File: src/rtl/devctl_pkg.sv
package devctl_pkg;

  typedef enum logic [2:0] {
    SEL_VER = 3'd0,
    SEL_ERR = 3'd1,
    SEL_CTL = 3'd2,
    SEL_REQ = 3'd3,
    SEL_ALO = 3'd4,
    SEL_AHI = 3'd5,
    SEL_MSK = 3'd6
  } reg_sel_e;

  localparam int NUM_REGS  = 7;
  localparam int NUM_PULSE = 5;

  localparam int P_LOAD = 0;
  localparam int P_ACT  = 1;
  localparam int P_UNQ  = 2;
  localparam int P_RST  = 3;
  localparam int P_EXEC = 4;

  localparam logic [31:0] ERR_RESET = 32'h0000_FFFF;

endpackage

File: src/rtl/devctl_decode.sv
module devctl_decode
  import devctl_pkg::*;
#(
  parameter int ADDR_W = 8
) (
  input  logic [ADDR_W-1:0] addr,
  input  logic [3:0]        be,
  output logic              hit,
  output reg_sel_e          sel
);
  localparam int IDX_W = ADDR_W - 2;
  localparam logic [IDX_W-1:0] LAST_IDX = IDX_W'(NUM_REGS - 1);

  logic [IDX_W-1:0] idx;
  logic             aligned;
  logic             full_word;

  assign idx       = addr[ADDR_W-1:2];
  assign aligned   = (addr[1:0] == 2'b00);
  assign full_word = (be == 4'hF);
  assign hit       = aligned && full_word && (idx <= LAST_IDX);
  assign sel       = reg_sel_e'(idx[2:0]);

endmodule

File: src/rtl/devctl_cmd_decode.sv
module devctl_cmd_decode
  import devctl_pkg::*;
#(
  parameter int          DATA_W   = 32,
  parameter logic [31:0] ACT_CODE = 32'd1,
  parameter logic [31:0] UNQ_CODE = 32'd2,
  parameter logic [31:0] RST_CODE = 32'd3
) (
  input  logic                 wr_ctl,
  input  logic                 wr_req,
  input  logic                 wr_ahi,
  input  logic [DATA_W-1:0]    wdata,
  output logic [NUM_PULSE-1:0] nxt
);
  always_comb begin
    nxt = '0;
    if (wr_ahi) begin
      nxt[P_LOAD] = 1'b1;
    end
    if (wr_req && (wdata == '0)) begin
      nxt[P_EXEC] = 1'b1;
    end
    if (wr_ctl) begin
      if (wdata == DATA_W'(ACT_CODE)) nxt[P_ACT] = 1'b1;
      if (wdata == DATA_W'(UNQ_CODE)) nxt[P_UNQ] = 1'b1;
      if (wdata == DATA_W'(RST_CODE)) nxt[P_RST] = 1'b1;
    end
  end

endmodule

File: src/rtl/devctl_pulse.sv
module devctl_pulse
  import devctl_pkg::*;
(
  input  logic                 clk,
  input  logic                 rst,
  input  logic [NUM_PULSE-1:0] nxt,
  output logic [NUM_PULSE-1:0] q,
  output logic                 caps
);
  for (genvar i = 0; i < NUM_PULSE; i++) begin : g_pulse
    always_ff @(posedge clk) begin
      if (rst) q[i] <= 1'b0;
      else     q[i] <= nxt[i];
    end
  end

  always_ff @(posedge clk) begin
    if (rst) caps <= 1'b0;
    else     caps <= q[P_LOAD];
  end

  AST_ONE_PULSE: assert property (@(posedge clk) disable iff (rst)
    $onehot0(q));

  AST_CAPS_FOLLOWS_LOAD: assert property (@(posedge clk) disable iff (rst)
    q[P_LOAD] |=> caps);

endmodule

File: src/rtl/devctl_regbank.sv
module devctl_regbank
  import devctl_pkg::*;
#(
  parameter int          ADDR_W     = 8,
  parameter logic [31:0] HW_VERSION = 32'h0001_0002,
  parameter logic [31:0] ACT_CODE   = 32'd1,
  parameter logic [31:0] UNQ_CODE   = 32'd2,
  parameter logic [31:0] RST_CODE   = 32'd3
) (
  input  logic              clk,
  input  logic              rst,
  input  logic              req_valid,
  input  logic              req_write,
  input  logic [ADDR_W-1:0] req_addr,
  input  logic [3:0]        req_be,
  input  logic [31:0]       req_wdata,
  output logic              rsp_valid,
  output logic              rsp_err,
  output logic [31:0]       rsp_rdata,
  output logic [63:0]       shared_addr,
  output logic [31:0]       irq_mask,
  output logic              load_pulse,
  output logic              caps_pulse,
  output logic              activate_pulse,
  output logic              unquiesce_pulse,
  output logic              reset_pulse,
  output logic              exec_pulse
);
  localparam int DATA_W = 32;

  logic             hit;
  reg_sel_e         sel;
  logic             wr_ok;
  logic [DATA_W-1:0] err_q, ctl_q, req_q, msk_q;
  logic [63:0]      addr_q;
  logic [NUM_PULSE-1:0] pulse_nxt, pulse_q;
  logic [DATA_W-1:0] rd_mux;

  devctl_decode #(.ADDR_W(ADDR_W)) u_decode (
    .addr (req_addr),
    .be   (req_be),
    .hit  (hit),
    .sel  (sel)
  );

  assign wr_ok = req_valid && req_write && hit;

  devctl_cmd_decode #(
    .DATA_W   (DATA_W),
    .ACT_CODE (ACT_CODE),
    .UNQ_CODE (UNQ_CODE),
    .RST_CODE (RST_CODE)
  ) u_cmd (
    .wr_ctl (wr_ok && (sel == SEL_CTL)),
    .wr_req (wr_ok && (sel == SEL_REQ)),
    .wr_ahi (wr_ok && (sel == SEL_AHI)),
    .wdata  (req_wdata),
    .nxt    (pulse_nxt)
  );

  devctl_pulse u_pulse (
    .clk  (clk),
    .rst  (rst),
    .nxt  (pulse_nxt),
    .q    (pulse_q),
    .caps (caps_pulse)
  );

  // register storage
  always_ff @(posedge clk) begin
    if (rst) begin
      err_q  <= ERR_RESET;
      ctl_q  <= '0;
      req_q  <= '0;
      msk_q  <= '0;
      addr_q <= '0;
    end else if (wr_ok) begin
      unique case (sel)
        SEL_ERR: err_q <= req_wdata;
        SEL_CTL: begin
          ctl_q <= req_wdata;
          if (req_wdata == ACT_CODE) err_q <= '0;
        end
        SEL_REQ: req_q <= req_wdata;
        SEL_ALO: addr_q <= {32'h0, req_wdata};
        SEL_AHI: addr_q[63:32] <= addr_q[63:32] | req_wdata;
        SEL_MSK: msk_q <= req_wdata;
        default: ;
      endcase
    end
  end

  // read path
  always_comb begin
    rd_mux = '0;
    unique case (sel)
      SEL_VER: rd_mux = HW_VERSION;
      SEL_ERR: rd_mux = err_q;
      SEL_CTL: rd_mux = ctl_q;
      SEL_REQ: rd_mux = req_q;
      SEL_ALO: rd_mux = addr_q[31:0];
      SEL_AHI: rd_mux = addr_q[63:32];
      SEL_MSK: rd_mux = msk_q;
      default: rd_mux = '0;
    endcase
  end

  always_ff @(posedge clk) begin
    if (rst) begin
      rsp_valid <= 1'b0;
      rsp_err   <= 1'b0;
      rsp_rdata <= '0;
    end else begin
      rsp_valid <= req_valid;
      rsp_err   <= req_valid && !hit;
      rsp_rdata <= (req_valid && !req_write && hit) ? rd_mux : '0;
    end
  end

  assign shared_addr     = addr_q;
  assign irq_mask        = msk_q;
  assign load_pulse      = pulse_q[P_LOAD];
  assign activate_pulse  = pulse_q[P_ACT];
  assign unquiesce_pulse = pulse_q[P_UNQ];
  assign reset_pulse     = pulse_q[P_RST];
  assign exec_pulse      = pulse_q[P_EXEC];

  AST_REJECT_QUIET: assert property (@(posedge clk) disable iff (rst)
    (rsp_valid && rsp_err) |-> (pulse_q == '0));

  AST_RSP_FOLLOWS_REQ: assert property (@(posedge clk) disable iff (rst)
    rsp_valid |-> $past(req_valid));

  AST_ACT_CLEARS_ERR: assert property (@(posedge clk) disable iff (rst)
    activate_pulse |-> (err_q == '0));

  AST_EXEC_ON_ZERO: assert property (@(posedge clk) disable iff (rst)
    exec_pulse |-> (req_q == '0));

  AST_LOAD_SETS_HIGH: assert property (@(posedge clk) disable iff (rst)
    load_pulse |-> (rsp_valid && !rsp_err));

endmodule

File: config.mk
export PLATFORM = sky130hd
export DESIGN_NAME = devctl_regbank
export DESIGN_NICKNAME = d
export VERILOG_FILES = /design/src/rtl/devctl_pkg.sv /design/src/rtl/devctl_decode.sv /design/src/rtl/devctl_cmd_decode.sv /design/src/rtl/devctl_pulse.sv /design/src/rtl/devctl_regbank.sv
export SDC_FILE = /design/constraint.sdc
export NUM_CORES = 1
export LEC_CHECK = 0
export ABC_AREA = 1
export BUFFER_PORTS_ARGS = -buffer_cell sky130_fd_sc_hd__clkbuf_2
export CAP_MARGIN = 5
export CORE_UTILIZATION = 45
export DETAILED_ROUTE_END_ITERATION = 6
export PLACE_DENSITY_LB_ADDON = 0.05
export SYNTH_ARGS = -nofsm -noshare
export SYNTH_HDL_FRONTEND = slang
export SYNTH_SLANG_ARGS = --single-unit
File: constraint.sdc
create_clock -name clk -period 2.7 [get_ports clk]
set_clock_uncertainty 0.15 [all_clocks]
set_input_delay 0.405 -clock clk [delete_from_list [all_inputs] [get_ports clk]]
set_output_delay 0.405 -clock clk [all_outputs]
set_load 0.01 [all_outputs]
==> metrics.cfg <==
[status]
outcome=finished, final reports clean

[cells_and_area]
num_antenna_cells=0
fin_nets=1545
area_delta_synth_final_pct=21.4
drive_above_1_share_pct=18.9
fillerInstances=2087
layout_commonest_cell=nand2_1
final_cell_mix=297 x nand2_1, 232 x dfxtp_1, 184 x inv_1, 182 x clkbuf_2, 120 x a21oi_1
final_util_pct=55.8

[synthesis]
synth_area_per_cell_sq_um=7.26
synthDistinctLibCells=28
syn_area_sq_um=9650
ys_top_cells_by_area=dfxtp_1 48%, nand2_1 12%, inv_1 7.2%, a21oi_1 6.3%, o21ai_0 4.9%
synth_top_area_share_pct=48.1
synth_flop_cell=dfxtp_1
yosysSeqAreaShare_pct=48.1
yosysWarnings=0
synth_edf_count=0
synthesis.nets=1377
ys_async_sr_fraction_pct=0
synth_top_area_cell=dfxtp_1
synth_seq_cells=232
netlist_instances=1329

[pwr]
p_total_mw=6.99
p_comb_share_pct=4.6
clock_power_share_pct=46.4
p_int_mw=5.38
ir_drop_mv=0.495
power_density_nw_per_um2=596
p_leak_nw=5.34
p_sw_share_pct=22.9
switchingPower_mw=1.60
seq_power_share_pct=49.0

[route]
routed_via_density=5.30
first_iter_violations=705
routedWlPerCell_microns=17.9
dr.pass1.iters=5
dr_total_vias=9472
wl_microns=32000
drtAntennaViolNets=0
drc=0

[clocking]
cts_buffers=25
tritoncts=done
clkTransAtPathRegs_ns=0.06
clockRootBuffer=clkbuf_16
clockBufferDepth=3
clk_latency_ns=0.53
post_cts_buffers=0
htree_levels=1
clock_sinks=232

[min_path]
hp-class=primary input to flip-flop
worstHoldStart=req_wdata[7]

[critical_path]
regToRegStartpoint=shared_addr[33]$_SDFFE_PP0P_
required_ns=2.93
crit_start=req_wdata[15]
cp-start-kind=primary input
reg2reg_to=rsp_rdata[1]$_SDFF_PP0_
ff2ff_path_depth=4
cp_max_fo=23
crit_end=err_q[8]$_SDFFE_PP1P_
worstSetupPathType=primary input to flip-flop
end_kind=flip-flop
r2r_slack_ns=1.55
cp.arrival_ns=2.28

[global_route]
grt_pass1_vias=8944
grt_overflow=0
grt_pass1_wl_microns=49700
grt_usage_pct=28.9
grt_max_degree=64
antenna_found_initial=2

[sta]
setup_viol_count_final=0
fin_crit_sh_pct=75.9
hold_violations=0
grt_setup_unrepaired=no
holdWs_ns=0.000394
period_minus_slack_ns=2.05
maxSlewViolCount=0
final.setup.tns_ns=0
max_slew.worst_pin.slew_ns=0.958
clock.fmax_mhz=488
slew_headroom_pct=36.0

[placed_design]
place_congestion=0.861
io_buffers=183
hpwl_microns=20600

[floorplan]
die_h_microns=148
die_area_sq_um=22000
start_util_pct=45.9
ios=184
num_rows=53
core_sq_um=21000
die_x_microns=148

[flow_run]
drv_cap=0

[timing repair]
action / CTS / global route
hold buffers: 3 / 0
gates resized for setup: 0 / 0
hold endpoints to repair: 3 / 0
[synth_stat cells, types with 2 or more instances]
library cell and n:
clkbuf_1 49, nand3_2 2, nor2_1 89, o22ai_1 29
dfxtp_1 232, a31oi_1 23, nor3_1 6, nand4_1 34
inv_2 3, o21ai_0 95, a211oi_1 6, a22oi_1 3
nor3b_1 32, nand2_2 2, nor2_2 3, buf_4 6
nand3_1 69, buf_1 6, buf_2 27, a21oi_1 121
nor2_4 5, inv_1 185, nand2_1 297
[final cells by class]
class,instances,area (sq um),area share (%)
clock inverter,5,28.8,0.245
inverter,188,706,6.02
clock buffer,38,744,6.35
sequential,232,4640,39.6
tap,275,344,2.94
timing repair buffer,229,1310,11.1
multi-input combinational,821,3950,33.7
[critical path, cell delays in order]
cell	delay [ns]
dlygate4sd3_1	0.54
clkbuf_2	0.15
inv_1	0.12
nand2_1	0.09
nor2_1	0.09
nand2_1	0.12
nor2_1	0.11
nand2_1	0.08
nand2_1	0.06
nand2_1	0.06
buf_4	0.26
nand2_1	0.09
nand3_1	0.08
[metal layers]
| metal | vias to the layer above | GRT usage, % | wire [microns] |
|---|---|---|---|
| li1 | 4623 | - | - |
| met1 | 4393 | 40.4 | 14200 |
| met2 | 395 | 46.4 | 14600 |
| met3 | 57 | 3.90 | 2430 |
| met4 | 4 | 8.30 | 665 |
| met5 | - | 0 | 31 |
[worst min path at each step]
stage	endpoint	slack [ns]	cells after the start
after floorplan	err_q[16]$_SDFFE_PP0P_	0.29	2
after global placement	err_q[16]$_SDFFE_PP0P_	0.30	2
after detailed placement	err_q[16]$_SDFFE_PP0P_	0.30	2
after CTS	err_q[7]$_SDFFE_PP1P_	0.0001	3
after global routing	err_q[11]$_SDFFE_PP1P_	0.02	3
final	err_q[7]$_SDFFE_PP1P_	0.0004	3
[power by group through the flow]
stage	combinational (mW)	clock (mW)	sequential, mW
3_5_place_dp	0.311	0	3.50
4_1_cts	0.315	3.28	3.43
6_report	0.321	3.24	3.43
3_3_place_gp	0.311	0	3.50
2_1_floorplan	0.154	0	3.50
5_1_grt	0.342	3.42	3.42
[cells by family after synthesis]
family | after synthesis | share of synthesized area, %
simple gates | 544 | 25.3
buf+inv | 276 | 11.3
flops | 232 | 48.1
compound gates | 277 | 15.3
[metrics by stage]
| step | cells | cell area [sq um] | worst slack, ns |
|---|---|---|---|
| final | 1788 | 11700 | 0.650 |
| after global routing | 1788 | 11700 | 0.527 |
| after CTS | 1788 | 11700 | 0.698 |
| after detailed placement | 1742 | 10900 | 0.315 |
| after global placement | 1742 | 10900 | 0.342 |
| after floorplan | 1329 | 9650 | 0.879 |
[sequential cells by signal (all words and copies together) (netlist names)]
register,flops
rsp_err,1
rsp_valid,1
ctl_q,32
irq_mask,32
u_pulse.q,5
u_pulse.caps,1
req_q,32
err_q,32
rsp_rdata,32
shared_addr,64
Power figures use the tool's default switching activity.
